--- src/rtl/cfg_router_pkg.sv ---
package cfg_router_pkg;

  localparam int BUS_W     = 8;
  localparam int DEV_W     = 5;
  localparam int FUNC_W    = 3;
  localparam int REG_W     = 6;
  localparam int RSVD_W    = 7;
  localparam int IDSEL_LSB = 11;
  localparam logic [31:0] ADDR_KEEP_MASK = 32'h80FF_FFFC;

  typedef enum logic [1:0] {
    RT_NONE       = 2'd0,
    RT_LOCAL      = 2'd1,
    RT_SECONDARY  = 2'd2,
    RT_DOWNSTREAM = 2'd3
  } route_e;

  typedef struct packed {
    logic              en;
    logic [RSVD_W-1:0] rsvd;
    logic [BUS_W-1:0]  bus;
    logic [DEV_W-1:0]  dev;
    logic [FUNC_W-1:0] func;
    logic [REG_W-1:0]  reg_idx;
    logic [1:0]        lo;
  } cfg_addr_t;

  // Routing decision; bus 0 wins over a secondary number of 0.
  function automatic route_e classify(input cfg_addr_t a,
                                      input logic [BUS_W-1:0] sec,
                                      input logic [BUS_W-1:0] sub);
    route_e r;
    if (!a.en)                          r = RT_NONE;
    else if (a.bus == '0)               r = RT_LOCAL;
    else if (a.bus == sec)              r = RT_SECONDARY;
    else if (a.bus > sec && a.bus <= sub) r = RT_DOWNSTREAM;
    else                                r = RT_NONE;
    return r;
  endfunction

  // Type 0 word: one-hot device select above IDSEL_LSB, then func/reg.
  function automatic logic [31:0] type0_ad(input cfg_addr_t a);
    logic [31:0] ad;
    ad = '0;
    for (int i = IDSEL_LSB; i < 32; i++) begin
      ad[i] = ((i - IDSEL_LSB) == int'(a.dev));
    end
    ad[10:8] = a.func;
    ad[7:2]  = a.reg_idx;
    ad[1:0]  = 2'b00;
    return ad;
  endfunction

  // Type 1 word: fields kept in place, low pair marks the cycle type.
  function automatic logic [31:0] type1_ad(input cfg_addr_t a);
    return {8'h00, a.bus, a.dev, a.func, a.reg_idx, 2'b01};
  endfunction

endpackage

--- src/rtl/cfg_addr_reg.sv ---
module cfg_addr_reg
  import cfg_router_pkg::*;
#(
  parameter int               ADDR_W    = 16,
  parameter logic [ADDR_W-1:0] ADDR_PORT = 16'hCF8
) (
  input  logic              clk,
  input  logic              rst_n,
  input  logic              io_wr,
  input  logic [ADDR_W-1:0] io_addr,
  input  logic [3:0]        io_be,
  input  logic [31:0]       io_wdata,
  output logic              addr_wr_hit,
  output cfg_addr_t         addr_q
);

  assign addr_wr_hit = io_wr && (io_addr == ADDR_PORT) && (io_be == 4'hF);

  always_ff @(posedge clk) begin
    if (!rst_n) begin
      addr_q <= '0;
    end else if (addr_wr_hit) begin
      addr_q <= cfg_addr_t'(io_wdata & ADDR_KEEP_MASK);
    end
  end

endmodule

--- src/rtl/cfg_route_decode.sv ---
module cfg_route_decode
  import cfg_router_pkg::*;
(
  input  cfg_addr_t        addr_q,
  input  logic [BUS_W-1:0] sec_bus,
  input  logic [BUS_W-1:0] sub_bus,
  output route_e           route_nxt,
  output logic             type1_nxt,
  output logic [31:0]      ad_nxt
);

  always_comb begin
    route_nxt = classify(addr_q, sec_bus, sub_bus);
    type1_nxt = (route_nxt == RT_DOWNSTREAM);
    ad_nxt    = type1_nxt ? type1_ad(addr_q) : type0_ad(addr_q);
  end

endmodule

--- src/rtl/cfg_cycle_gen.sv ---
module cfg_cycle_gen
  import cfg_router_pkg::*;
(
  input  logic        clk,
  input  logic        rst_n,
  input  logic        launch,
  input  route_e      route_nxt,
  input  logic        type1_nxt,
  input  logic [31:0] ad_nxt,
  input  logic        io_wr,
  input  logic [3:0]  io_be,
  input  logic [31:0] io_wdata,
  output logic        cyc_valid,
  output route_e      cyc_route,
  output logic        cyc_type1,
  output logic [31:0] cyc_ad,
  output logic        cyc_write,
  output logic [3:0]  cyc_be,
  output logic [31:0] cyc_wdata
);

  always_ff @(posedge clk) begin
    if (!rst_n) begin
      cyc_valid <= 1'b0;
      cyc_route <= RT_NONE;
      cyc_type1 <= 1'b0;
      cyc_ad    <= '0;
      cyc_write <= 1'b0;
      cyc_be    <= '0;
      cyc_wdata <= '0;
    end else begin
      cyc_valid <= launch;
      if (launch) begin
        cyc_route <= route_nxt;
        cyc_type1 <= type1_nxt;
        cyc_ad    <= ad_nxt;
        cyc_write <= io_wr;
        cyc_be    <= io_be;
        cyc_wdata <= io_wdata;
      end
    end
  end

endmodule

--- src/rtl/cfg_cycle_router.sv ---
module cfg_cycle_router
  import cfg_router_pkg::*;
#(
  parameter int                ADDR_W    = 16,
  parameter logic [ADDR_W-1:0] ADDR_PORT = 16'hCF8,
  parameter logic [ADDR_W-1:0] DATA_PORT = 16'hCFC
) (
  input  logic              clk,
  input  logic              rst_n,
  input  logic              io_wr,
  input  logic              io_rd,
  input  logic [ADDR_W-1:0] io_addr,
  input  logic [3:0]        io_be,
  input  logic [31:0]       io_wdata,
  output logic [31:0]       io_rdata,
  input  logic [7:0]        sec_bus,
  input  logic [7:0]        sub_bus,
  input  logic [31:0]       cyc_rdata,
  output logic              cyc_valid,
  output logic [1:0]        cyc_route,
  output logic              cyc_type1,
  output logic [31:0]       cyc_ad,
  output logic              cyc_write,
  output logic [3:0]        cyc_be,
  output logic [31:0]       cyc_wdata
);

  localparam int WIN_MSB = ADDR_W - 1;

  // Named internal events, also observed by the checker.
  cfg_addr_t   addr_q;
  logic        addr_wr_hit;
  logic        addr_rd_hit;
  logic        win_hit;
  logic        win_acc;
  logic        launch;
  route_e      route_nxt;
  logic        type1_nxt;
  logic [31:0] ad_nxt;
  route_e      route_q;

  assign addr_rd_hit = io_rd && (io_addr == ADDR_PORT) && (io_be == 4'hF);
  assign win_hit     = (io_addr[WIN_MSB:2] == DATA_PORT[WIN_MSB:2]);
  assign win_acc     = (io_wr || io_rd) && win_hit;
  assign launch      = win_acc && (route_nxt != RT_NONE);

  cfg_addr_reg #(
    .ADDR_W   (ADDR_W),
    .ADDR_PORT(ADDR_PORT)
  ) u_addr (
    .clk        (clk),
    .rst_n      (rst_n),
    .io_wr      (io_wr),
    .io_addr    (io_addr),
    .io_be      (io_be),
    .io_wdata   (io_wdata),
    .addr_wr_hit(addr_wr_hit),
    .addr_q     (addr_q)
  );

  cfg_route_decode u_dec (
    .addr_q   (addr_q),
    .sec_bus  (sec_bus),
    .sub_bus  (sub_bus),
    .route_nxt(route_nxt),
    .type1_nxt(type1_nxt),
    .ad_nxt   (ad_nxt)
  );

  cfg_cycle_gen u_gen (
    .clk      (clk),
    .rst_n    (rst_n),
    .launch   (launch),
    .route_nxt(route_nxt),
    .type1_nxt(type1_nxt),
    .ad_nxt   (ad_nxt),
    .io_wr    (io_wr),
    .io_be    (io_be),
    .io_wdata (io_wdata),
    .cyc_valid(cyc_valid),
    .cyc_route(route_q),
    .cyc_type1(cyc_type1),
    .cyc_ad   (cyc_ad),
    .cyc_write(cyc_write),
    .cyc_be   (cyc_be),
    .cyc_wdata(cyc_wdata)
  );

  assign cyc_route = route_q;

  always_comb begin
    if (addr_rd_hit)              io_rdata = addr_q;
    else if (io_rd && launch)     io_rdata = cyc_rdata;
    else                          io_rdata = 32'hFFFF_FFFF;
  end

endmodule

--- config.mk ---
export PLATFORM = sky130hd
export DESIGN_NAME = cfg_cycle_router
export DESIGN_NICKNAME = d
export VERILOG_FILES = /design/src/rtl/cfg_router_pkg.sv /design/src/rtl/cfg_addr_reg.sv /design/src/rtl/cfg_route_decode.sv /design/src/rtl/cfg_cycle_gen.sv /design/src/rtl/cfg_cycle_router.sv
export SDC_FILE = /design/constraint.sdc
export NUM_CORES = 1
export LEC_CHECK = 0
export BUFFER_PORTS_ARGS = -buffer_cell sky130_fd_sc_hd__buf_2
export CAP_MARGIN = 0
export CORE_ASPECT_RATIO = 1.5
export CORE_UTILIZATION = 35
export DETAILED_ROUTE_END_ITERATION = 16
export HOLD_SLACK_MARGIN = 0.03
export PLACE_DENSITY_LB_ADDON = 0.2
export SLEW_MARGIN = 20
export SYNTH_ARGS = -nofsm -noshare
export SYNTH_HDL_FRONTEND = slang
export SYNTH_SLANG_ARGS = --single-unit
--- constraint.sdc ---
create_clock -name clk -period 3 [get_ports clk]
set_input_delay 0 -clock clk [delete_from_list [all_inputs] [get_ports clk]]
set_output_delay 0 -clock clk [all_outputs]
set_load 0.01 [all_outputs]
== Word-level counts from Yosys, hierarchy flattened ==
Index checks and enable logic that the tools add are counted.
Widths: inputs -> output; s select.

* Flip-flop bits (word level): 96
* Input port bits: 104
* Output and inout bits: 105
* Logic and storage cells: 58

* Magnitude comparators: 2
* Eq/ne operators: 25
* Multiplexer cells: 7
* Reduce and logical (&&, ||, !) cells: 12

{| class="wikitable"
|+ Operators by type and width
! kind !! count
|-
| $mux 32 || 3
|-
| $eq 5x5->1 const A || 13
|-
| $eq 4x5->1 const A || 4
|-
| $eq 16x12->1 const B || 1
|-
| $eq 14x10->1 const B || 1
|-
| $eq 3x5->1 const A || 2
|-
| $eq 8x8->1 || 1
|-
| $gt 8x8->1 || 1
|-
| $le 8x8->1 || 1
|-
| $logic_and 1x1->1 || 8
|-
| $logic_not 8->1 || 1
|-
| $mux 2 || 4
|-
| $eq 2x5->1 const A || 1
|-
| $logic_not 5->1 || 1
|-
| $eq 4x4->1 const B || 1
|-
| $eq 2x2->1 const B || 1
|-
| $reduce_bool 2->1 || 1
|-
| $logic_or 1x1->1 || 1
|}

== Logic depth before layout (Yosys ltp) ==
Gate-level depths: netlist (run 1).

* Depth after elaboration: 11
* Gate-level depth with buffers: 10
* Mapped depth without buffers: 8

== Hierarchy ==
A second synthesis (run 1) with hierarchy kept.

* Cells, all modules: 574
* Area total of the unflattened synthesis: 5686.7 µm²

{| class="wikitable"
|+ Modules (own cells, without submodules)
! module !! times used !! cells an instance !! area an instance (µm²) !! seq. area each (µm²)
|-
| cfg_cycle_gen || 1 || 234 || 2830.2 || 1461.4
|-
| cfg_addr_reg || 1 || 127 || 1104.8 || 460.4
|-
| cfg_route_decode || 1 || 125 || 962.2 || 0.0
|-
| cfg_cycle_router || 1 || 88 || 789.5 || 0.0
|}

== Worst setup path after synthesis (run 1) ==
OpenSTA, ideal clock, no wires.

* Path kind: register -> register
* Start point: register, netlist name u_addr.addr_q[23]
* End point: register u_gen.cyc_ad[17]
* Library setup time: 0.122 ns
* Data arrival time: 2.151 ns
* Data required time: 2.878 ns
* Path slack: 0.727 ns
* Stages on the path, launching flop included: 9
* Buffers on the path: 2
* Clock period less this slack: 2.273 ns
* Path through: dfxtp_1 ha_1 nand4_1 o21ai_0 o211a_1 clkbuf_1 clkbuf_1 a21oi_1 o311a_1

* Longest elaborated chain between the ends: 8
* Elaborated cells between the ends (all ways): 13
* Classes of those cells: order compare: 2; eq/ne: 2; mux: 5; reduce/logical: 4

{| class="wikitable"
|+ Ends and longest elaborated chain
! element !! RTL line !! text
|-
| $gt 8x8->1 or $le 8x8->1 (tied branches) || cfg_router_pkg.sv:36 || <nowiki>else if (a.bus > sec && a.bus <= sub) r = RT_DOWNSTREAM;</nowiki>
|-
| $logic_and 1x1->1 || cfg_router_pkg.sv:36 ||
|-
| $mux 2 || cfg_router_pkg.sv:36 ||
|-
| $mux 2 || cfg_router_pkg.sv:35 || <nowiki>else if (a.bus == sec) r = RT_SECONDARY;</nowiki>
|-
| $mux 2 * || cfg_router_pkg.sv:34 || <nowiki>else if (a.bus == '0) r = RT_LOCAL;</nowiki>
|-
| $mux 2 * || cfg_router_pkg.sv:33 || <nowiki>if (!a.en) r = RT_NONE;</nowiki>
|-
| $eq 2x2->1 or $reduce_bool 2->1 (tied branches) || cfg_route_decode.sv:14, cfg_cycle_router.sv:45 ||
|-
| $mux 32 or $logic_and 1x1->1 (tied branches) || cfg_route_decode.sv:15, cfg_cycle_router.sv:45 ||
|-
| end signal, assigned || cfg_cycle_gen.sv:36 || <nowiki>cyc_ad <= ad_nxt;</nowiki>
|-
| end, declared || cfg_cycle_gen.sv:16 || <nowiki>output logic [31:0] cyc_ad,</nowiki>
|}

Mark *: on every way between the ends. The rest lies on a longest branch, timed or not.
A chain may end at the register's enable or synchronous reset.

== Final worst setup path (run 1) ==
* Start point: register, netlist name u_addr.addr_q[17]
* End point: output port io_rdata[11]

* Longest elaborated chain between the ends: 11
* Elaborated cells between the ends (all ways): 14
* Classes of those cells: order compare: 2; eq/ne: 1; mux: 6; reduce/logical: 5

{| class="wikitable"
|+ Ends and longest elaborated chain
! element !! RTL line !! text
|-
| $gt 8x8->1 or $le 8x8->1 (tied branches) || cfg_router_pkg.sv:36 ||
|-
| $logic_and 1x1->1 || cfg_router_pkg.sv:36 ||
|-
| $mux 2 || cfg_router_pkg.sv:36 ||
|-
| $mux 2 || cfg_router_pkg.sv:35 ||
|-
| $mux 2 * || cfg_router_pkg.sv:34 ||
|-
| $mux 2 * || cfg_router_pkg.sv:33 ||
|-
| $reduce_bool 2->1 * || cfg_cycle_router.sv:45 || <nowiki>assign launch = win_acc && (route_nxt != RT_NONE);</nowiki>
|-
| $logic_and 1x1->1 * || cfg_cycle_router.sv:45 ||
|-
| $logic_and 1x1->1 * || cfg_cycle_router.sv:93 || <nowiki>else if (io_rd && launch) io_rdata = cyc_rdata;</nowiki>
|-
| $mux 32 * || cfg_cycle_router.sv:93 ||
|-
| $mux 32 * || cfg_cycle_router.sv:92 || <nowiki>if (addr_rd_hit) io_rdata = addr_q;</nowiki>
|-
| end, declared || cfg_cycle_router.sv:15 || <nowiki>output logic [31:0] io_rdata,</nowiki>
|}

Marks and branches as above.

==> impl_metrics.py, run 1 <==
metrics = {
    "status": {
        "status": "finished clean",
    },
    "final_layout": {
        "multi_input_area_mm2": 0.00262,
        "nets": 944,
        "final_common_cell": "buf_2",
        "stdcell_count": 991,
        "area_delta_synth_final_pct": 39.6,
        "diodes": 0,
        "fillers": 1362,
        "drive_gt1_share_pct": 30.8,
        "layout_common_cells": "207 x buf_2, 94 x dfxtp_1, 89 x a21oi_1",
        "seq_area_mm2": 0.00188,
    },
    "worst_setup_path": {
        "slowest_delay_ns": 0.46,
        "crit_arrival_ns": 2.79,
        "critical_path_buf_inv_count": 2,
        "path_delay_family": "compound AO/OA/AOI/OAI gates",
        "worst_r2r_path_depth": 8,
        "timing.rr.end": "u_gen.cyc_ad[6]$_SDFFE_PN0P_",
        "criticalPathCategory": "register to output pin",
        "endpoint_kind": "output pin",
        "crit_slowest_cell": "dfxtp_1",
        "cp.required_ns": 3.00,
        "reg2reg_slack_ns": 0.30,
        "cp-start-kind": "register",
        "reg2reg_from": "u_addr.addr_q[16]$_SDFFE_PN0P_",
        "crit_chain": "ha_1 -> nor2b_1 -> o211ai_1 -> a21oi_2 -> o211a_1 -> o211a_2 -> buf_12 -> a21oi_1 -> buf_2",
        "crit_fanout": 14,
    },
    "synthesis": {
        "ys_ff_latch": 94,
        "synth_area_per_cell_um2": 7.87,
        "synth-xor-area-share_pct": 0,
        "synth_nets": 728,
        "synth_fa_ha_area_share_pct": 4.18,
        "yosysSeqAreaShare_pct": 39.3,
        "synth_top_family_by_area": "compound AO/OA/AOI/OAI gates",
        "ys_warn_count": 0,
        "yosys.area_share.simple_pct": 19.7,
        "synth_edf_count": 0,
        "netlist_instances": 608,
        "netlist_area_mm2": 0.00478,
        "async_flop_share_pct": 0,
        "synth_compound_area_share_pct": 25.4,
        "synthMuxAreaShare_pct": 4.81,
        "synth_cell_types": 47,
        "synth_ff_type": "dfxtp_1",
    },
    "cts": {
        "h-tree-depth": 3,
        "numClockSinks": 94,
        "numCtsBuffers": 9,
        "cts_tree": "built",
        "clockBufferDepth": 2,
        "root_buffer": "clkbuf_16",
        "clock_latency_ns": 0.34,
        "clkTransAtPathRegs_ns": 0.07,
    },
    "detailed_routing": {
        "wl_met1_um": 6710,
        "vias": 5316,
        "drt_iter0_markers": 237,
        "antenna_left": 0,
        "routed_wirelength_um": 16800,
        "highest_layer": "met4",
        "wl_met3_um": 782,
        "drcViolationCount": 0,
        "drtPass1Iterations": 5,
        "vias_per_cell": 5.36,
        "wire_per_inst_um": 16.9,
        "wl_met2_um": 8810,
    },
    "hold_path": {
        "holdPathStages": 3,
        "hp-start": "io_addr[2]",
        "whs_endpoint": "u_gen.cyc_valid$_SDFF_PN0_",
        "holdCritPathClass": "input port to register",
    },
    "die": {
        "io-pin-count": 209,
        "core_area_mm2": 0.0134,
        "rows": 52,
        "die_w_um": 97.5,
        "die_h_um": 145,
        "initial_utilization_pct": 35.7,
        "fp.dieArea_mm2": 0.0142,
    },
    "sta": {
        "fin_crit_ns": 2.79,
        "fmax_mhz": 358,
        "fin_ws_ns": 0.209,
        "rsz0062_at_grt": "false",
        "hold_violations": 0,
        "finalCritPeriodShare_pct": 93.0,
        "finalSetupViolations": 0,
        "slew_headroom_pct": 35.5,
        "skew_ns": 0.00395,
        "drv_slew": 0,
        "setup_tns_ns": 0,
        "tightest_slew_ns": 0.967,
    },
    "place": {
        "place_ws_ns": 0.375,
        "io_buffers": 207,
        "dp_cells": 937,
        "gp_congestion": 0.882,
        "hpwl_um": 12300,
    },
    "global_routing": {
        "grt_start_max_net_pins": 56,
        "grt_overflow": 0,
        "grt_pass1_wl_um": 26500,
        "track_usage_pct": 23.4,
        "antenna_found_initial": 0,
        "grt_pass1_vias": 5214,
    },
    "run": {
        "maxCapViolCount": 0,
    },
    "power_and_ir_drop": {
        "powerDensity_mw_per_mm2": 415,
        "ir_worst_vdd_uv": 259,
        "p_leak_nw": 3.21,
    },
}
-- area by class of cell --
class	instances	share of cell area, %
Multi-Input combinational cell	440	39.3
Sequential cell	94	28.2
Timing Repair Buffer	262	23.3
Clock buffer	10	3.58
Tap cell	162	3.04
Clock inverter	6	1.72
Inverter	17	0.956
-- cell usage after synthesis (all sizes together), types with 2 or more instances --
cell | number | share of area [%]
a22oi | 2 | 0.31
inv | 17 | 1.3
dfxtp | 94 | 39
nand2 | 29 | 2.3
o22ai | 7 | 0.92
nor2b | 4 | 0.52
a21o | 13 | 2.0
nor3b | 2 | 0.31
nand4b | 3 | 0.55
nor4 | 3 | 0.71
and3 | 14 | 1.8
buf | 18 | 2.1
nor2 | 76 | 6.0
o311a | 12 | 2.5
ha | 16 | 4.2
and2 | 2 | 0.26
a21oi | 91 | 9.5
o211a | 2 | 0.42
o21a | 9 | 1.4
mux2i | 23 | 4.8
o21ai | 51 | 5.3
o221a | 2 | 0.47
nand4 | 8 | 1.0
clkbuf | 39 | 3.1
nand3 | 52 | 5.4
o211ai | 6 | 0.94
-- logic make-up (layout without fill, tap and decap cells) --
kind of cell / count (synthesis) / after routing
AO/OA/AOI/OAI: 203 / 203
AND/OR/NAND/NOR: 197 / 197
flip-flops: 94 / 94
buffers and inverters: 74 / 295
multiplexers: 23 / 23
adder cells (fa/ha/maj): 16 / 16
other: 1 / 1
-- per-layer routing --
metal	GRT usage, %	vias up
met4	11.1	0
met2	41.7	167
met5	0	-
met1	27.0	2505
li1	-	2613
met3	3.56	31
-- metrics by stage --
stage | util [%] | total power, mW | area, um^2 | hold WS, ns
after floorplan | - | 1.32 | 4780 | 0.144
after global placement | 44.3 | 1.41 | 5940 | 0.249
after detailed placement | 44.3 | 1.41 | 5940 | 0.257
after CTS | 49.7 | 2.80 | 6670 | 0.0673
after global routing | 49.8 | 2.86 | 6680 | 0.108
final | 49.8 | 2.77 | 6680 | 0.0860
-- worst max path at each step --
stage | from | end | slack [ns] | cells after the start
2_1_floorplan | u_addr.addr_q[23]$_SDFFE_PN0P_ | u_gen.cyc_ad[17]$_SDFFE_PN0P_ | 0.73 | 8
3_3_place_gp | u_addr.addr_q[22]$_SDFFE_PN0P_ | u_gen.cyc_wdata[12]$_SDFFE_PN0P_ | 0.46 | 7
3_5_place_dp | u_addr.addr_q[23]$_SDFFE_PN0P_ | u_gen.cyc_wdata[10]$_SDFFE_PN0P_ | 0.38 | 7
4_1_cts | u_addr.addr_q[17]$_SDFFE_PN0P_ | io_rdata[27] | 0.07 | 8
5_1_grt | u_addr.addr_q[16]$_SDFFE_PN0P_ | u_gen.cyc_ad[7]$_SDFFE_PN0P_ | 0.01 | 8
6_report | u_addr.addr_q[17]$_SDFFE_PN0P_ | io_rdata[11] | 0.21 | 9
-- sequential cells by signal, summed over array words and instances (netlist names) --
register	count
u_gen.cyc_route	2
u_addr.addr_q	23
u_gen.cyc_wdata	32
u_gen.cyc_write	1
u_gen.cyc_valid	1
u_gen.cyc_ad	31
u_gen.cyc_be	4
-- repair_timing --
item                                    4_1_cts  5_1_grt
resized for setup                             0        3
endpoints found under the setup margin        0       32
setup buffers                                 0        1
hold endpoints to repair                     60        0
hold buffers                                 37        0
-- tightest hold or removal path, cell delays in order --
cell and delay (ns):
buf_2 0.13, o2111ai_1 0.16, a211oi_1 0.08
-- report_power, final --
group	switching, mW	internal, mW
combinational	0.0806	0.0956
sequential	0.000000332	1.25
clock	0.506	0.844
total	0.587	2.19
Power figures use the tool's default switching activity.
==> run 2, diff against run 1 <==
--- a/config.mk
+++ b/config.mk
@@ -11,7 +11,7 @@
 export CORE_UTILIZATION = 35
 export DETAILED_ROUTE_END_ITERATION = 16
 export HOLD_SLACK_MARGIN = 0.03
-export PLACE_DENSITY_LB_ADDON = 0.2
+export PLACE_DENSITY_LB_ADDON = 0.12
 export SLEW_MARGIN = 20
 export SYNTH_ARGS = -nofsm -noshare
 export SYNTH_HDL_FRONTEND = slang
==> run 2 against run 1 <==
Compared with the run above:
- cell area down 0.30%
- highest routed layer unchanged
- maximum frequency is 0.35% higher
- largest power group is now registers
- non-clock buffer count grew 6
- sequential share of layout area grew 0.10 points
- setup slack improved by 0.0096 ns
- routed wire length up 3.9%
==> impl_metrics.py, run 2 (same netlist as run 1, synthesis figures left out) <==
metrics = {
    "status": {
        "status": "finished clean",
    },
    "power_and_ir_drop": {
        "powerDensity_mw_per_mm2": 389,
        "clockPowerShare_pct": 45.0,
        "p_int_mw": 2.00,
        "ir_worst_vdd_uv": 345,
        "p_sw_mw": 0.593,
        "pwr-share-seq_pct": 48.1,
        "p_leak_nw": 3.22,
        "pwr-share-comb_pct": 6.8,
        "switching_share_pct": 22.9,
    },
    "hold_path": {
        "holdCritPathClass": "input port to register",
        "hp-start": "io_addr[2]",
        "holdPathStages": 3,
        "whs_endpoint": "u_gen.cyc_valid$_SDFF_PN0_",
    },
    "global_routing": {
        "grt_overflow": 0,
        "antenna_found_initial": 0,
        "grt_pass1_vias": 5309,
        "grt_pass1_wl_um": 27400,
        "grt_start_max_net_pins": 56,
        "track_usage_pct": 24.1,
    },
    "worst_setup_path": {
        "slowest_delay_ns": 0.50,
        "crit_chain": "ha_1 -> nor2b_1 -> o211ai_1 -> a21oi_2 -> o211a_1 -> o211a_2 -> buf_4 -> a21oi_1 -> buf_2",
        "cp.depth": 9,
        "cp-start-kind": "register",
        "criticalPathCategory": "register to output pin",
        "crit_fanout": 9,
        "endpoint_kind": "output pin",
        "crit_arrival_ns": 2.78,
        "worst_r2r_path_depth": 8,
        "timing.rr.end": "u_gen.cyc_wdata[1]$_SDFFE_PN0P_",
        "crit_slowest_cell": "dfxtp_1",
        "reg2reg_from": "u_addr.addr_q[22]$_SDFFE_PN0P_",
        "cp.required_ns": 3.00,
        "reg2reg_slack_ns": 0.40,
        "critical_path_buf_inv_count": 2,
        "path_delay_family": "compound AO/OA/AOI/OAI gates",
    },
    "sta": {
        "skew_ns": 0.00979,
        "fin_ws_ns": 0.218,
        "drv_slew": 0,
        "tightest_slew_ns": 0.983,
        "finalSetupViolations": 0,
        "fmax_mhz": 360,
        "fin_crit_ns": 2.78,
        "setup_tns_ns": 0,
        "hold_violations": 0,
        "rsz0062_at_grt": "false",
        "finalCritPeriodShare_pct": 92.7,
        "slew_headroom_pct": 34.4,
    },
    "final_layout": {
        "seq_area_mm2": 0.00188,
        "area_delta_synth_final_pct": 39.1,
        "layout_common_cells": "207 x buf_2, 93 x dfxtp_1, 89 x a21oi_1",
        "drive_gt1_share_pct": 31.3,
        "nets": 950,
        "largest_reg_flops": 32,
        "fillers": 1350,
        "multi_input_area_mm2": 0.00262,
        "reg_top3": "u_gen.cyc_wdata: 32 flops, u_gen.cyc_ad: 31 flops, u_addr.addr_q: 23 flops",
        "top_register": "u_gen.cyc_wdata",
        "final_common_cell": "buf_2",
        "diodes": 0,
    },
    "cts": {
        "numClockSinks": 94,
        "cts_tree": "built",
        "post_cts_buffers": 0,
        "clockBufferDepth": 2,
        "h-tree-depth": 3,
        "numCtsBuffers": 9,
        "clkTransAtPathRegs_ns": 0.07,
        "clock_latency_ns": 0.34,
        "root_buffer": "clkbuf_16",
    },
    "detailed_routing": {
        "drtPass1Iterations": 5,
        "antenna_left": 0,
        "routed_wirelength_um": 17500,
        "drt_iter0_markers": 226,
        "drcViolationCount": 0,
        "vias": 5395,
        "wire_per_inst_um": 17.5,
        "vias_per_cell": 5.41,
    },
    "place": {
        "hpwl_um": 12600,
        "place_ws_ns": 0.396,
        "gp_congestion": 0.817,
        "io_buffers": 207,
    },
    "die": {
        "die_h_um": 145,
        "core_area_mm2": 0.0134,
        "die_w_um": 97.5,
        "rows": 52,
        "io-pin-count": 209,
        "fp.dieArea_mm2": 0.0142,
        "initial_utilization_pct": 35.7,
    },
    "run": {
        "maxCapViolCount": 0,
    },
}
run 2: worst max-delay path by stage:
| stage | start | end | slack (ns) |
|---|---|---|---|
| finish | u_addr.addr_q[17]$_SDFFE_PN0P_ | io_rdata[23] | 0.22 |
| detailed placement | u_addr.addr_q[23]$_SDFFE_PN0P_ | u_gen.cyc_wdata[1]$_SDFFE_PN0P_ | 0.40 |
| floorplan | u_addr.addr_q[23]$_SDFFE_PN0P_ | u_gen.cyc_ad[17]$_SDFFE_PN0P_ | 0.73 |
| global placement | u_addr.addr_q[23]$_SDFFE_PN0P_ | u_gen.cyc_be[3]$_SDFFE_PN0P_ | 0.44 |
| CTS | u_addr.addr_q[23]$_SDFFE_PN0P_ | io_rdata[23] | 0.04 |
| global route | u_addr.addr_q[17]$_SDFFE_PN0P_ | io_rdata[28] | 0.05 |
run 2: layout make-up:
type	count	share of cell area (%)
inverters	17	0.958
flip-flops and latches	94	28.3
multi-input cells	440	39.4
clock buffers	10	3.44
repair buffers	268	23.8
clock inverters	6	1.07
well taps	162	3.04
run 2: routing by layer:
| metal | GRT usage [%] | vias up | routed length (um) |
|---|---|---|---|
| li1 | - | 2617 | - |
| met1 | 28.5 | 2545 | 6870 |
| met2 | 43.1 | 196 | 9180 |
| met3 | 3.61 | 37 | 878 |
| met4 | 9.78 | 0 | 524 |
| met5 | 0 | - | 0 |
run 2: power groups by stage:
stage,clock [mW],combinational (mW),sequential [mW]
finish,1.17,0.177,1.25
global route,1.23,0.194,1.25
CTS,1.19,0.175,1.25
detailed placement,0,0.137,1.28
global placement,0,0.135,1.28
floorplan,0,0.0474,1.28
run 2: timing repair:
item,in CTS,in global routing
gates resized for setup,0,3
endpoints found under the setup margin,0,25
endpoints found under the hold margin,60,0
hold buffers,37,0
run 2: tightest hold or removal path, stage by stage:
cell and delay, ns:
buf_2 0.13, o2111ai_1 0.17, a211oi_1 0.07
run 2: metrics by stage:
| stage | instance area [um^2] | total power, mW | hold WS (ns) | utilization, % | std cells |
|---|---|---|---|---|---|
| global route | 6660 | 2.67 | 0.111 | 49.7 | 997 |
| detailed placement | 5980 | 1.41 | 0.257 | 44.6 | 944 |
| global placement | 5980 | 1.41 | 0.248 | 44.6 | 944 |
| CTS | 6650 | 2.61 | 0.0671 | 49.6 | 997 |
| floorplan | 4780 | 1.32 | 0.144 | - | 608 |
| finish | 6660 | 2.59 | 0.0836 | 49.7 | 997 |
==> run 3, diff against run 2 <==
--- a/config.mk
+++ b/config.mk
@@ -12,6 +12,7 @@
 export DETAILED_ROUTE_END_ITERATION = 16
 export HOLD_SLACK_MARGIN = 0.03
 export PLACE_DENSITY_LB_ADDON = 0.12
+export RECOVER_POWER = 50
 export SLEW_MARGIN = 20
 export SYNTH_ARGS = -nofsm -noshare
 export SYNTH_HDL_FRONTEND = slang
==> run 3 against run 2 <==
Compared with the run above:
- critical endpoint unchanged
- non-clock buffer count is the same
- cell area shrank 1.5%
- sequential share of layout area grew 0.44 points
- utilization shrank 0.77 points
- die area is the same
- cell count is the same
- count of clock-buffer cells in the layout is the same
- global-route usage is the same
- worst hold slack gained 0.0060 ns
==> impl_metrics.py, run 3 (same netlist as run 1, synthesis figures left out) <==
metrics = {
    "status": {
        "status": "finished clean",
    },
    "final_layout": {
        "diodes": 0,
        "drive_gt1_share_pct": 22.2,
        "utilization_pct": 48.9,
        "nets": 950,
        "top_register": "u_gen.cyc_wdata",
        "final_common_cell": "buf_2",
        "layout_common_cells": "134 x buf_2, 93 x dfxtp_1, 89 x a21oi_1",
        "largest_reg_flops": 32,
        "reg_top3": "u_gen.cyc_wdata: 32 flops, u_gen.cyc_ad: 31 flops, u_addr.addr_q: 23 flops",
        "area_delta_synth_final_pct": 37.0,
        "stdcell_count": 997,
    },
    "global_routing": {
        "grt_overflow": 0,
        "antenna_found_initial": 0,
        "grt_start_max_net_pins": 56,
        "track_usage_pct": 24.1,
        "grt_pass1_vias": 5309,
        "grt_pass1_wl_um": 27400,
    },
    "cts": {
        "root_buffer": "clkbuf_16",
        "clkTransAtPathRegs_ns": 0.07,
        "numCtsBuffers": 9,
        "clock_latency_ns": 0.34,
        "h-tree-depth": 3,
        "numClockSinks": 94,
        "cts_tree": "built",
        "clockBufferDepth": 2,
    },
    "detailed_routing": {
        "routed_wirelength_um": 17400,
        "drcViolationCount": 0,
        "drtPass1Iterations": 4,
        "antenna_left": 0,
        "vias_per_cell": 5.38,
        "vias": 5361,
        "drt_iter0_markers": 220,
        "wire_per_inst_um": 17.5,
    },
    "power_and_ir_drop": {
        "p_sw_mw": 0.591,
        "powerDensity_mw_per_mm2": 395,
        "pwr-share-comb_pct": 6.8,
        "p_leak_nw": 2.89,
        "pwr-share-seq_pct": 48.2,
        "ir_worst_vdd_uv": 344,
        "p_int_mw": 2.00,
        "switching_share_pct": 22.8,
        "clockPowerShare_pct": 45.0,
        "finalPower_mw": 2.59,
    },
    "die": {
        "initial_utilization_pct": 35.7,
        "die_h_um": 145,
        "fp.dieArea_mm2": 0.0142,
        "io-pin-count": 209,
        "rows": 52,
        "die_w_um": 97.5,
        "core_area_mm2": 0.0134,
    },
    "worst_setup_path": {
        "timing.rr.end": "u_gen.cyc_wdata[31]$_SDFFE_PN0P_",
        "endpoint_kind": "output pin",
        "crit_arrival_ns": 2.79,
        "cp.required_ns": 3.00,
        "cp-start-kind": "register",
        "crit_chain": "ha_1 -> nand4_1 -> nor2_1 -> a211o_1 -> o211a_1 -> o211a_2 -> buf_4 -> a21oi_1 -> buf_2",
        "reg2reg_from": "u_addr.addr_q[22]$_SDFFE_PN0P_",
        "slowest_delay_ns": 0.48,
        "crit_slowest_cell": "dfxtp_1",
        "crit_fanout": 9,
        "reg2reg_slack_ns": 0.39,
        "worst_r2r_path_depth": 8,
        "criticalPathCategory": "register to output pin",
    },
    "sta": {
        "setup_tns_ns": 0,
        "fin_crit_ns": 2.79,
        "fmax_mhz": 359,
        "finalCritPeriodShare_pct": 93.0,
        "finalSetupViolations": 0,
        "drv_slew": 0,
        "whs_ns": 0.0896,
        "rsz0062_at_grt": "false",
        "slew_headroom_pct": 35.5,
        "hold_violations": 0,
        "skew_ns": 0.00896,
        "tightest_slew_ns": 0.966,
    },
    "place": {
        "io_buffers": 207,
        "dp_cells": 944,
        "hpwl_um": 12600,
        "gp_congestion": 0.817,
    },
    "hold_path": {
        "hp-start": "io_addr[2]",
        "holdPathStages": 3,
        "whs_endpoint": "u_gen.cyc_valid$_SDFF_PN0_",
        "holdCritPathClass": "input port to register",
    },
    "run": {
        "maxCapViolCount": 0,
    },
}
==> run 3: metrics by stage <==
step / instance area, um^2 / setup slack [ns]
after detailed placement: 5980 / 0.396
after floorplan: 4780 / 0.727
after global placement: 5980 / 0.442
after CTS: 6650 / 0.0399
final: 6560 / 0.211
after global routing: 6560 / 0.0510
==> run 3: power groups by stage <==
stage                     clock (mW)  combinational [mW]  sequential, mW
after floorplan                    0              0.0474            1.28
after CTS                       1.19               0.175            1.25
final                           1.16               0.177            1.25
after global placement             0               0.135            1.28
after global routing            1.23               0.194            1.25
after detailed placement           0               0.137            1.28
==> run 3: repair_timing <==
| item | in CTS | in global routing |
|---|---|---|
| endpoints found under the setup margin | 0 | 25 |
| buffers inserted | 0 | 0 |
| endpoints found under the hold margin | 60 | 0 |
| hold buffers | 37 | 0 |
| resized for setup | 0 | 3 |
==> run 3: area by class of cell <==
class | instances | area [um^2]
fillers | 1385 | 6850
flip-flops and latches | 94 | 1880
repair buffers | 268 | 1480
well taps | 162 | 203
clock inverters | 6 | 71.3
multi-input cells | 440 | 2620
inverters | 17 | 63.8
clock buffers | 10 | 229
==> run 3: worst max-delay path by stage <==
stage               slack [ns]                               to  cells after the start                           start
floorplan                 0.73    u_gen.cyc_ad[17]$_SDFFE_PN0P_                      8  u_addr.addr_q[23]$_SDFFE_PN0P_
global placement          0.44     u_gen.cyc_be[3]$_SDFFE_PN0P_                      9  u_addr.addr_q[23]$_SDFFE_PN0P_
detailed placement        0.40  u_gen.cyc_wdata[1]$_SDFFE_PN0P_                      8  u_addr.addr_q[23]$_SDFFE_PN0P_
CTS                       0.04                     io_rdata[23]                      8  u_addr.addr_q[23]$_SDFFE_PN0P_
global route              0.05                     io_rdata[28]                     10  u_addr.addr_q[17]$_SDFFE_PN0P_
finish                    0.21                     io_rdata[23]                      9  u_addr.addr_q[22]$_SDFFE_PN0P_
==> run 3: metal layers <==
layer	wire length (um)	vias to the layer above	track usage [%]
li1	-	2618	-
met5	0	-	0
met2	9130	173	43.1
met4	533	0	9.78
met3	803	34	3.61
met1	6980	2536	28.5
==> run 3: worst max-delay path: cells and delay by family (launching register included) <==
| kind | cells | cell delay, ns |
|---|---|---|
| buffers and inverters | 2 | 0.36 |
| DFF | 1 | 0.48 |
| and+or+nand+nor | 2 | 0.22 |
| adders and majority gates | 1 | 0.33 |
| AOI/OAI and AO/OA | 4 | 1.04 |
